[src/rtl/tx_arb_pkg.sv]
package tx_arb_pkg;
  localparam int ID_W  = 29;
  localparam int STD_W = 11;

  typedef logic [ID_W-1:0] key_t;

  // standard id occupies the key MSBs, zeros below
  function automatic key_t make_key(input logic ext, input logic [ID_W-1:0] id);
    return ext ? id : {id[STD_W-1:0], {(ID_W-STD_W){1'b0}}};
  endfunction
endpackage

[src/rtl/tx_arb_bank.sv]
module tx_arb_bank
  import tx_arb_pkg::*;
#(
  parameter int N_BOX = 16,
  localparam int IX_W = $clog2(N_BOX)
) (
  input  logic                       clk_i,
  input  logic                       rst_ni,
  input  logic                       wr_i,
  input  logic                       set_i,
  input  logic [IX_W-1:0]            sel_i,
  input  logic                       ext_i,
  input  logic [ID_W-1:0]            id_i,
  input  logic                       clr_i,
  input  logic [IX_W-1:0]            clr_idx_i,
  output logic [N_BOX-1:0]           req_o,
  output logic [N_BOX-1:0][ID_W-1:0] key_o
);
  for (genvar b = 0; b < N_BOX; b++) begin : g_box
    logic            ext_q;
    logic [ID_W-1:0] id_q;

    always_ff @(posedge clk_i or negedge rst_ni) begin
      if (!rst_ni) begin
        ext_q <= 1'b0;
        id_q  <= '0;
      end else if (wr_i && sel_i == IX_W'(b)) begin
        ext_q <= ext_i;
        id_q  <= id_i;
      end
    end

    // a fresh host request wins over a same-cycle clear
    always_ff @(posedge clk_i or negedge rst_ni) begin
      if (!rst_ni)                              req_o[b] <= 1'b0;
      else if (set_i && sel_i == IX_W'(b))      req_o[b] <= 1'b1;
      else if (clr_i && clr_idx_i == IX_W'(b))  req_o[b] <= 1'b0;
    end

    assign key_o[b] = make_key(ext_q, id_q);
  end
endmodule

[src/rtl/tx_arb_scan.sv]
module tx_arb_scan
  import tx_arb_pkg::*;
#(
  parameter int N_BOX = 16,
  localparam int IX_W = $clog2(N_BOX)
) (
  input  logic                       clk_i,
  input  logic                       rst_ni,
  input  logic                       start_i,
  input  logic [IX_W-1:0]            last_i,
  input  logic [N_BOX-1:0]           req_i,
  input  logic [N_BOX-1:0][ID_W-1:0] keys_i,
  input  logic                       ack_i,
  output logic                       busy_o,
  output logic                       done_o,
  output logic                       valid_o,
  output logic [IX_W-1:0]            win_o
);
  logic [IX_W-1:0] ptr_q, last_q, best_idx_q;
  key_t            best_key_q;
  logic            found_q;
  logic            take;
  logic            found_nx;
  logic [IX_W-1:0] idx_nx;

  // strict compare: the earlier (lower) index keeps a tie
  assign take     = req_i[ptr_q] && (!found_q || (keys_i[ptr_q] < best_key_q));
  assign found_nx = found_q | take;
  assign idx_nx   = take ? ptr_q : best_idx_q;

  always_ff @(posedge clk_i or negedge rst_ni) begin
    if (!rst_ni) begin
      busy_o     <= 1'b0;
      done_o     <= 1'b0;
      valid_o    <= 1'b0;
      win_o      <= '0;
      ptr_q      <= '0;
      last_q     <= '0;
      best_idx_q <= '0;
      best_key_q <= '0;
      found_q    <= 1'b0;
    end else begin
      done_o <= 1'b0;
      if (!busy_o) begin
        if (start_i) begin
          busy_o  <= 1'b1;
          ptr_q   <= '0;
          last_q  <= last_i;
          found_q <= 1'b0;
          valid_o <= 1'b0;
        end else if (ack_i && valid_o) begin
          valid_o <= 1'b0;
        end
      end else begin
        if (take) begin
          found_q    <= 1'b1;
          best_idx_q <= ptr_q;
          best_key_q <= keys_i[ptr_q];
        end
        if (ptr_q == last_q) begin
          busy_o  <= 1'b0;
          done_o  <= 1'b1;
          valid_o <= found_nx;
          win_o   <= idx_nx;
        end else begin
          ptr_q <= ptr_q + 1'b1;
        end
      end
    end
  end

  AST_DONE_PULSE: assert property (@(posedge clk_i) disable iff (!rst_ni)
    done_o |=> !done_o);
  AST_BUSY_NO_DONE: assert property (@(posedge clk_i) disable iff (!rst_ni)
    busy_o |-> !done_o);
  AST_PTR_BOUND: assert property (@(posedge clk_i) disable iff (!rst_ni)
    busy_o |-> (ptr_q <= last_q));
  AST_WIN_HOLD: assert property (@(posedge clk_i) disable iff (!rst_ni)
    !done_o |-> $stable(win_o));
endmodule

[src/rtl/tx_prio_arbiter.sv]
module tx_prio_arbiter
  import tx_arb_pkg::*;
#(
  parameter int N_BOX = 16
) (
  input  logic                       clk_i,
  input  logic                       rst_ni,
  input  logic                       init_mode_i,
  input  logic                       last_wr_i,
  input  logic [$clog2(N_BOX)-1:0]   last_idx_i,
  output logic [$clog2(N_BOX)-1:0]   last_idx_o,
  input  logic                       box_wr_i,
  input  logic                       req_set_i,
  input  logic [$clog2(N_BOX)-1:0]   box_sel_i,
  input  logic                       box_ext_i,
  input  logic [ID_W-1:0]            box_id_i,
  output logic [N_BOX-1:0]           req_o,
  input  logic                       search_i,
  output logic                       busy_o,
  output logic                       done_o,
  output logic                       valid_o,
  output logic [$clog2(N_BOX)-1:0]   win_idx_o,
  input  logic                       tx_ok_i
);
  localparam int IX_W = $clog2(N_BOX);

  logic [N_BOX-1:0][ID_W-1:0] keys;
  logic                       clr;

  always_ff @(posedge clk_i or negedge rst_ni) begin
    if (!rst_ni)                        last_idx_o <= IX_W'(N_BOX - 1);
    else if (last_wr_i && init_mode_i)  last_idx_o <= last_idx_i;
  end

  assign clr = tx_ok_i && valid_o;

  tx_arb_bank #(.N_BOX(N_BOX)) u_bank (
    .clk_i     (clk_i),
    .rst_ni    (rst_ni),
    .wr_i      (box_wr_i),
    .set_i     (req_set_i),
    .sel_i     (box_sel_i),
    .ext_i     (box_ext_i),
    .id_i      (box_id_i),
    .clr_i     (clr),
    .clr_idx_i (win_idx_o),
    .req_o     (req_o),
    .key_o     (keys)
  );

  tx_arb_scan #(.N_BOX(N_BOX)) u_scan (
    .clk_i   (clk_i),
    .rst_ni  (rst_ni),
    .start_i (search_i),
    .last_i  (last_idx_o),
    .req_i   (req_o),
    .keys_i  (keys),
    .ack_i   (tx_ok_i),
    .busy_o  (busy_o),
    .done_o  (done_o),
    .valid_o (valid_o),
    .win_o   (win_idx_o)
  );

  AST_LAST_LOCK: assert property (@(posedge clk_i) disable iff (!rst_ni)
    !init_mode_i |=> $stable(last_idx_o));
  AST_WIN_PENDING: assert property (@(posedge clk_i) disable iff (!rst_ni)
    (done_o && valid_o) |-> req_o[win_idx_o]);
  AST_CLEAR_WIN: assert property (@(posedge clk_i) disable iff (!rst_ni)
    (tx_ok_i && valid_o && !(req_set_i && box_sel_i == win_idx_o))
      |=> (!req_o[$past(win_idx_o)] && !valid_o));
endmodule

[config.mk]
export PLATFORM = sky130hd
export DESIGN_NAME = tx_prio_arbiter
export DESIGN_NICKNAME = d
export VERILOG_FILES = /design/src/rtl/tx_arb_pkg.sv /design/src/rtl/tx_arb_bank.sv /design/src/rtl/tx_arb_scan.sv /design/src/rtl/tx_prio_arbiter.sv
export SDC_FILE = /design/constraint.sdc
export NUM_CORES = 1
export LEC_CHECK = 0
export BUFFER_PORTS_ARGS = -buffer_cell sky130_fd_sc_hd__buf_2
export CELL_PAD_IN_SITES_DETAIL_PLACEMENT = 1
export CELL_PAD_IN_SITES_GLOBAL_PLACEMENT = 2
export CORE_ASPECT_RATIO = 1.25
export CORE_MARGIN = 10
export CORE_UTILIZATION = 45
export CTS_CLUSTER_SIZE = 16
export DETAILED_ROUTE_END_ITERATION = 8
export PLACE_DENSITY = 0.91
export SKIP_LAST_GASP = 1
export SYNTH_ARGS = -nofsm -noshare
export SYNTH_HDL_FRONTEND = slang
export SYNTH_HIERARCHICAL = 1
export SYNTH_SLANG_ARGS = --single-unit
export TNS_END_PERCENT = 30
[constraint.sdc]
create_clock -name clk_i -period 5.6 [get_ports clk_i]
set_input_delay 0 -clock clk_i [delete_from_list [all_inputs] [get_ports clk_i]]
set_output_delay 0 -clock clk_i [all_outputs]
set_load 0.02 [all_outputs]
# == After elaboration in Yosys (flattened, before gate mapping) ==
# Index checks and enable logic that the tools add are counted.
# Widths: inputs -> output; s select.
# totals
ff_bits,549
# op_classes
n_addsub,1
magnitude_cmp,2
eq_ne,34
n_mux,68
bitwise_logic,2
n_reduce_logical,79
# ops
operator,n
$mux 29,17
$bmux 29 s4,1
$eq 4x4->1 const B,16
$logic_and 1x1->1,51
$mux 1,45
$reduce_bool 2->1,17
$eq 4x3->1 const B,8
$lt 29x29->1,1
$eq 4x2->1 const B,4
$mux 4,4
$reduce_and 2->1,6
$eq 4x1->1 const B,2
$logic_not 4->1,2
$ne 2x2->1 const B,3
$lt 4x5->1 const B,1
$add 4x1->4 const B,1
$bmux 1 s4,1
$eq 4x4->1,1
$reduce_bool 3->1,1
$logic_not 1->1,1
$logic_or 1x1->1,1
$not 1->1,1
$or 1x1->1,1

# == Depth between registers and ports, before layout ==
# Gate-level depths: netlist of the first run.
# depth
ltp_word,9
mapped_depth,16

# == Hierarchy ==
# The synthesis of the first run kept the hierarchy.
# by_module_without_submodules
module,instances,cells_each,area_each_um2,seq_area_each_um2
tx_arb_bank,1,1642,22942.0,12411.9
tx_arb_scan,1,632,6527.5,1226.2
tx_prio_arbiter,1,10,177.7,105.1

# == Worst setup path before layout of the first run ==
# OpenSTA, ideal clock, no wires.
# synth_path
path_kind,register to register
startpoint,register u_scan.ptr_q[0]
endpoint,register u_scan.best_idx_q[0]
setup_ns,0.125
arrival_ns,4.203
setup_slack_ns,1.272
path_stages_with_launch,16
n_path_buf,5
synth_period_minus_slack_ns,4.328
path_cell_list,dfrtp_1 -> buf_6 -> buf_6 -> clkbuf_1 -> buf_1 -> mux4_2 -> a22oi_1 -> nand2_1 -> ha_1 -> a21oi_1 -> a31oi_1 -> nor4_1 -> a211oi_2 -> nor4_4 -> buf_6 -> mux2_2
# synth_via
elab_chain_cells,6
# synth_lines
item,line_no,text
"start, declared",tx_arb_scan.sv:19,"logic [IX_W-1:0] ptr_q, last_q, best_idx_q;"
"start signal, assigned",tx_arb_scan.sv:66,ptr_q <= ptr_q + 1'b1;
$bmux 29 s4,tx_arb_scan.sv:27,assign take = req_i[ptr_q] && (!found_q || (keys_i[ptr_q] < best_key_q));
$mux 29 (implied by the code),tx_arb_scan.sv:27,
$lt 29x29->1,tx_arb_scan.sv:27,
$logic_or 1x1->1,tx_arb_scan.sv:27,
$logic_and 1x1->1,tx_arb_scan.sv:27,
$mux 4 *,n/a,
"end signal, assigned",tx_arb_scan.sv:57,best_idx_q <= ptr_q;
"end, declared",tx_arb_scan.sv:19,
# Mark *: on every way between the ends. The rest lies on a longest branch, timed or not. The select of a mux whose other input is x is not followed.
# A chain may end at the register's enable or synchronous reset.

==> metrics.md, run 1 <==
| Metric | Value |
|---|---|
| Crit share post-route | 0.8856 |
| Dpl hpwl | 55660 um |
| Power share of the clock group | 0.241 |
| Setup TNS | 0 ns |
| Dpl cell area | 30820 um2 |
| Post-CTS Resized | 0 |
| Clk_skew | 0.02361 ns |
| Final slew viol count | 0 |
| CTS tree | done |
| Post-route ant nets | 0 |
| # DRC | 0 |
| Syn Area/Cell | roughly 13 um2 |
| Inst Count DP | between 3000 and 4000 |
| Post-CTS setup buffer count | 0 |
| Metal-1 WL | 36210 um |
| Crit Path Category | reg -> reg |
| Unrepaired setup endpoints after global routing | false |
| CP Capture Type | flop |
| Number of flops mapped to enable cells by yosys | 0 |
| Reg2reg setup slack | 0.64 ns |
| CP cell instances | buf_4 > mux2_2 > mux4_2 > a22oi_1 > nand2_1 > ha_1 > nand4_1 > nor3_1 > a221oi_1 > a31oi_1 > nor4_4 > buf_12 > mux2_1 |
| Starting Density | 0.4531 |
| P_sw | roughly 6 mW |
| Maximum root-to-sink buffer count | 3 |
| Synthesis-stage register bit count | 549 |
| Routed vias | 19310 |
| Clk root buf | clkbuf_16 |
| Gr usage total | 0.2225 |
| Clock sinks | between 500 and 600 |
| Synth Instances | about 2300 |
| Switching part of the total | 0.3607 |
| Fillcell total | 6536 |
| Core region area | 65430 um2 |
| Reg2reg path depth | 13 |
| Layout cells sized above 1 | 0.4207 |
| DIE AREA | 76610 um2 |
| Combinational group share of total power | 0.408 |
| Delay of the slowest critical-path stage | 1.03 ns |
| Die X | 249.6 um |
| DRT Pass-1 Iters | 5 |
| Top Metal Used | met5 |
| Critical path peak fanout | 34 |
| Fin area | 33310 um2 |
| CP Launch Type | flop |
| CP max-delay cell | dfrtp_1 |
| Worst vdd ir | around 0.32 mV |
| Flop pwr share | 0.351 |
| Met3 routed WL | roughly 3300 um |
| Hold_buf cts | just over 50 |
| Syn_nets | 2359 |
| Final hold vios | 0 |
| Routed WL | 86090 um |
| Row count | 105 |
| Port Buffers | slightly above 70 |
| Post-synth ARST share | 1.000 |
| # IOs | 73 |
| Starting DRT DRC Count | 1228 |
| GRT Residual Overflow | 0 |
| Crit path DAT | 5.45 ns |
| Syn Std Cell Area | ~30000 um2 |
| Sequential share of the synthesized area | 0.4636 |
| Routed length per instance | 26.62 um |
| Insertion delay to the later sink of the worst-skew pair | 0.63 ns |
| Routed wire length on met2 | 43040 um |
| Post-route insts no fill | 3234 |
| Maximum capacitance violations | 0 |
| Pleak | 14.64 nW |
| Status | completed |
| P&R area growth vs syn | 12.37% |
| Final Setup Violations | 0 |
| Vias in the first global route | 21970 |
| Die H | 307.0 um |
| Worst slew pin tran | 1.325 ns |
| Worst Setup SP | u_bank/g_box[0].ext_q$_DFFE_PN0P_ |
| RePlAce Congestion | 0.8519 |
| Relative slew slack | 0.1143 |
| Sequential cell area | 13750 um2 |
| Most used DFF post-synth | dfrtp_1 |
| Data required, critical path | 6.10 ns |
| Hold WC Path Type | in -> async |
| Min Tclk post-route | 4.960 ns |
| P per Cell Area | between 500 and 600 nW/um2 |
| Largest net degree at the start of global routing | 186 |
| Critical R2R Launch | u_bank/g_box[0].ext_q$_DFFE_PN0P_ |
| Number of vias per cell | 5.970 |
| R2R Path End | u_scan/best_key_q[6]$_DFFE_PN0P_ |
| Multi-input logic area | 14990 um2 |
| Clock H-tree levels | 2 |
| Antenna violations before repair | 2 |
| Cell internal pwr | 10.66 mW |
| Synth unique cells | 53 |
| NumNets Final | 2406 |
| Fmax | ~200 MHz |
| Yosys Warn Count | 6 |
| Clk slew on worst S/H paths | 0.06 ns |
| Global-route wire length before repair | 134500 um |
| CTS Buf Count | 58 |
| Crit path to | u_scan/best_key_q[6]$_DFFE_PN0P_ |
placed cells by master, fill, tap and decap left out, types with 6 or more instances in the layout:
cell type,count
a21oi_1,12
a221oi_1,60
a22oi_1,28
and2_1,290
buf_12,12
buf_2,71
buf_4,36
clkbuf_1,12
clkbuf_16,59
clkbuf_8,18
clkinv_2,9
dfrtp_1,542
dlygate4sd3_1,51
ha_1,29
inv_1,33
mux2_2,599
mux2_4,94
mux2i_1,119
mux4_2,60
nand2_1,60
nand2b_1,7
nand3_1,11
nand4_1,8
nor2_1,6
nor2_4,9
o21ai_0,70
logic make-up (layout without fill, tap and decap cells):
family	Yosys count	count (layout)	share of synthesized area
compound gates	188	188	0.04372
xor+xnor	5	5	0.001477
mux	874	874	0.3621
other cells	0	1	0
fa+ha+maj	29	29	0.01224
buf+inv	217	310	0.03355
simple gates	422	422	0.08331
flops	549	549	0.4636
synthesized netlist by cell type, types with 28 or more instances:
cell | instances | area, um2
dfrtp_1 | 545 | 13640
and2_1 | 291 | 1821
mux4_2 | 60 | 1351
clkbuf_1 | 108 | 405.4
o21ai_0 | 70 | 350.3
a22oi_1 | 28 | 210.2
ha_1 | 29 | 362.9
mux2_2 | 599 | 6745
inv_1 | 33 | 123.9
buf_2 | 50 | 250.2
nand2_1 | 63 | 236.5
mux2_4 | 94 | 1411
mux2i_1 | 119 | 1191
a221oi_1 | 60 | 525.5
critical path, delay by kind of cell (launching register included):
kind,cells,cell delay [ns]
adder cells (fa/ha/maj),1,0.32
flip-flops,1,1.03
buffers and inverters,2,0.52
AO/OA/AOI/OAI,3,1.01
multiplexers,3,1.11
AND/OR/NAND/NOR,4,0.84
power groups by stage:
stage / clock network, mW / logic (mW) / registers (mW)
2_1_floorplan: 0 / 4.83 / 5.55
3_3_place_gp: 0 / 6.41 / 5.80
3_5_place_dp: 0 / 6.68 / 5.91
4_1_cts: 4.10 / 6.76 / 5.85
5_1_grt: 4.27 / 7.29 / 6.00
6_report: 4.01 / 6.81 / 5.86
flip-flops by register name (all words and copies together) (netlist names):
| register | cells |
|---|---|
| u_bank/req_o | 16 |
| u_scan/win_o | 4 |
| u_scan/found_q | 1 |
| u_bank/g_box.ext_q | 16 |
| u_scan/ptr_q | 4 |
| u_scan/done_o | 1 |
| u_scan/busy_o | 1 |
| last_idx_o | 4 |
| u_scan/best_key_q | 29 |
| u_scan/valid_o | 1 |
| u_bank/g_box.id_q | 464 |
| u_scan/best_idx_q | 4 |
| u_scan/last_q | 4 |
metal layers:
metal  vias up  track usage
li1       8316            -
met1     10390       0.2734
met2       430       0.3885
met3       168      0.02836
met4         4      0.09285
met5         -            0
worst min path at each step:
stage	slack (ns)	to	cells past startpoint
after floorplan	-0.30	u_bank/g_box[0].ext_q$_DFFE_PN0P_	0
after global placement	0.14	u_bank/g_box[12].id_q[20]$_DFFE_PN0P_	1
after detailed placement	0.16	u_bank/g_box[12].id_q[20]$_DFFE_PN0P_	1
after CTS	0.09	u_bank/g_box[12].id_q[20]$_DFFE_PN0P_	2
after global routing	0.13	u_bank/g_box[12].id_q[20]$_DFFE_PN0P_	2
final	0.05	u_bank/g_box[12].id_q[2]$_DFFE_PN0P_	2
per-stage QoR:
stage               worst slack (ns)  utilization  power, mW  hold WS (ns)
finish                        0.6404       0.5092      16.68       0.05200
global route                  0.3954       0.5092      17.55        0.1274
CTS                           0.7261       0.5092      16.71       0.08902
detailed placement            0.7488       0.4711      12.58        0.1647
global placement              0.8841       0.4711      12.21        0.1427
floorplan                      1.272            -      10.38       -0.2956
cell type report:
type | count | area share
antenna | 1 | 0.00007511
clock buffer | 89 | 0.05311
clock inverter | 17 | 0.006310
inverter | 33 | 0.003718
multi-input combinational | 1518 | 0.4501
sequential | 549 | 0.4128
tap | 856 | 0.03215
timing repair buffer | 171 | 0.04176
No activity file was read; power rests on OpenSTA's default activity.
==> run 2: changes to the inputs <==
Settings changed: CORE_ASPECT_RATIO 1.25 to 1.2.
==> metrics.md, run 2 (synthesis results as in run 1) <==
| Metric | Value |
|---|---|
| Port Buffers | 72 (unchanged) |
| Final slew viol count | 0 (unchanged) |
| Clk slew on worst S/H paths | 0.06 ns (about the same) |
| Critical path peak fanout | 34 (unchanged) |
| Pleak | 14.60 nW (was 14.64 nW) |
| Starting DRT DRC Count | 1263 (was 1228) |
| Die X | 254.3 um (was 249.6 um) |
| Setup TNS | 0 ns (unchanged) |
| Gr usage total | 0.2320 (was 0.2225) |
| Crit share post-route | 0.8829 (was 0.8856) |
| Vias in the first global route | 21770 (was 21970) |
| Fmax | 202.3 MHz (was 201.6 MHz) |
| Worst slew pin tran | 1.332 ns (was 1.325 ns) |
| Post-route ant nets | 0 (unchanged) |
| CP cell instances | buf_12 > mux2i_1 > a221oi_1 > a22oi_1 > nand2_1 > ha_1 > a21oi_1 > a31oi_1 > nor4_1 > a211oi_2 > nor4_4 > buf_4 > mux2_2 (was buf_4 > mux2_2 > mux4_2 > a22oi_1 > nand2_1 > ha_1 > nand4_1 > nor3_1 > a221oi_1 > a31oi_1 > nor4_4 > buf_12 > mux2_1) |
| Routed WL | 89040 um (was 86090 um) |
| Power share of the clock group | 0.244 (was 0.241) |
| Multi-input logic area | 14990 um2 (unchanged) |
| Post-route insts no fill | 3216 (was 3234) |
| Delay of the slowest critical-path stage | 0.88 ns (was 1.03 ns) |
| Fillcell total | 6470 (was 6536) |
| Row count | 103 (was 105) |
| Min Tclk post-route | 4.944 ns (was 4.960 ns) |
| Status | completed (unchanged) |
| Maximum root-to-sink buffer count | 3 (unchanged) |
| Worst vdd ir | 0.2612 mV (was 0.3215 mV) |
| Final hold vios | 0 (unchanged) |
| Routed vias | 19400 (was 19310) |
| Antenna violations before repair | 1 (was 2) |
| Starting Density | 0.4520 (was 0.4531) |
| Flop pwr share | 0.356 (was 0.351) |
| Routed length per instance | 27.69 um (was 26.62 um) |
| CP Capture Type | flop (unchanged) |
| Switching part of the total | 0.3639 (was 0.3607) |
| CTS tree | done (unchanged) |
| Number of vias per cell | 6.033 (was 5.970) |
| Clock H-tree levels | 2 (unchanged) |
| Cell internal pwr | 10.64 mW (was 10.66 mW) |
| Commonest non-fill, non-tap cell in the layout | mux2_2 (unchanged) |
| Global-route wire length before repair | 136200 um (was 134500 um) |
| GRT met3 Usage | 0.03436 (was 0.02836) |
| Dpl hpwl | 56400 um (was 55660 um) |
| Post-CTS Resized | 0 (unchanged) |
| Crit path DAT | 5.45 ns (about the same) |
| Layout cells sized above 1 | 0.4230 (was 0.4207) |
| ANT cells | 0 (was 1) |
| M1 GR Usage | 0.2933 (was 0.2734) |
| CP max-delay cell | dfrtp_4 (was dfrtp_1) |
| Clock sinks | 549 (unchanged) |
| Post-CTS setup buffer count | 0 (unchanged) |
| Maximum capacitance violations | 0 (unchanged) |
| Max FFs per register | 464 (unchanged) |
| Clk_skew | 0.02061 ns (was 0.02361 ns) |
| Clk root buf | clkbuf_16 (unchanged) |
| Highest-count cells in the layout ignoring fill and taps | 599 x mux2_2, 540 x dfrtp_1, 290 x and2_1 (was 599 x mux2_2, 542 x dfrtp_1, 290 x and2_1) |
| GRT Residual Overflow | 0 (unchanged) |
| P_sw | 6.085 mW (was 6.018 mW) |
| Largest registers | u_bank/g_box.id_q x464, u_scan/best_key_q x29 (unchanged) |
| CTS Buf Count | 58 (unchanged) |
| Sequential cell area | 13750 um2 (about the same) |
| Hold WC Path Type | in -> reg (was in -> async) |
| Unrepaired setup endpoints after global routing | false (unchanged) |
| # IOs | 73 (unchanged) |
| # DRC | 0 (unchanged) |
| Data required, critical path | 6.10 ns (about the same) |
| RePlAce Congestion | 0.8642 (was 0.8519) |
| NumNets Final | 2401 (was 2406) |
| CP Launch Type | flop (unchanged) |
| P per Cell Area | 503.0 nW/um2 (was 500.7 nW/um2) |
| Tot Pwr | 16.72 mW (was 16.68 mW) |
| Crit Path Category | reg -> reg (unchanged) |
| Combinational group share of total power | 0.400 (was 0.408) |
| Core region area | 65600 um2 (was 65430 um2) |
| Final Setup Violations | 0 (unchanged) |
| Die H | 301.2 um (was 307.0 um) |
| Insertion delay to the later sink of the worst-skew pair | 0.63 ns (about the same) |
| Inst Count DP | 3057 (was 3076) |
| DIE AREA | 76590 um2 (was 76610 um2) |
| Top reg by flops | u_bank/g_box.id_q (unchanged) |
| DRT Pass-1 Iters | 5 (unchanged) |
| P&R area growth vs syn | 12.13% (was 12.37%) |
| Grt met2 use | 0.3957 (was 0.3885) |
| Largest net degree at the start of global routing | 136 (was 186) |
| Relative slew slack | 0.1099 (was 0.1143) |
| Grt peak-use layer | met2 (unchanged) |
## run 2: power groups by stage
stage,Sequential [mW],Clock (mW),Combinational (mW)
2_1_floorplan,5.55,0,4.83
3_3_place_gp,5.88,0,6.25
3_5_place_dp,5.98,0,6.53
4_1_cts,5.93,4.16,6.65
5_1_grt,6.08,4.34,7.14
6_report,5.95,4.08,6.69
## run 2: stage by stage
step,hold WS (ns),utilization,instance area (um2),setup slack (ns)
4_1_cts,0.01258,0.5068,33240,0.7278
3_5_place_dp,0.1705,0.4687,30740,0.7541
2_1_floorplan,-0.2956,-,29650,1.272
5_1_grt,0.03422,0.5068,33240,0.4039
3_3_place_gp,0.1582,0.4687,30740,0.8758
6_report,0.05306,0.5068,33240,0.6557
## run 2: routing by layer
| metal | routed length [um] | vias up | share of wire |
|---|---|---|---|
| met3 | 4084 | 163 | 0.046 |
| li1 | - | 8322 | - |
| met2 | 44090 | 475 | 0.50 |
| met5 | 0 | - | 0 |
| met4 | 3241 | 0 | 0.036 |
| met1 | 37620 | 10440 | 0.42 |
## run 2: final timing paths
| path | start | end | slack, ns | cells after the start |
|---|---|---|---|---|
| max reg2reg | u_scan/ptr_q[0]$_DFFE_PN0P_ | u_scan/best_key_q[17]$_DFFE_PN0P_ | 0.66 | 13 |
| max | u_scan/ptr_q[0]$_DFFE_PN0P_ | u_scan/best_key_q[17]$_DFFE_PN0P_ | 0.66 | 13 |
| min in group asynchronous | rst_ni | u_bank/g_box[7].id_q[0]$_DFFE_PN0P_ | 0.06 | 2 |
| max in group asynchronous | rst_ni | u_bank/g_box[3].id_q[0]$_DFFE_PN0P_ | 3.96 | 3 |
| min reg2reg | u_scan/best_key_q[6]$_DFFE_PN0P_ | u_scan/best_key_q[6]$_DFFE_PN0P_ | 0.50 | 1 |
| min | box_id_i[21] | u_bank/g_box[2].id_q[21]$_DFFE_PN0P_ | 0.05 | 2 |
## run 2: area by class of cell
class                      instances  share of cell area
timing repair buffer             166             0.03944
clock inverter                    31             0.01009
inverter                          33            0.003726
tap                              840             0.03161
clock buffer                      79             0.05036
sequential                       549              0.4137
multi-input combinational       1518              0.4510
## run 2: repair_timing
| item | CTS | global route |
|---|---|---|
| setup endpoints to repair | 0 | 0 |
| hold buffers | 49 | 0 |
| hold endpoints to repair | 582 | 0 |
## run 2: critical path, delay by kind of cell (launching register included)
kind | cells | cell delay [ns]
simple gates | 3 | 0.88
fa+ha+maj | 1 | 0.32
flops | 1 | 0.88
compound gates | 5 | 1.31
mux | 2 | 0.57
buf+inv | 2 | 0.80
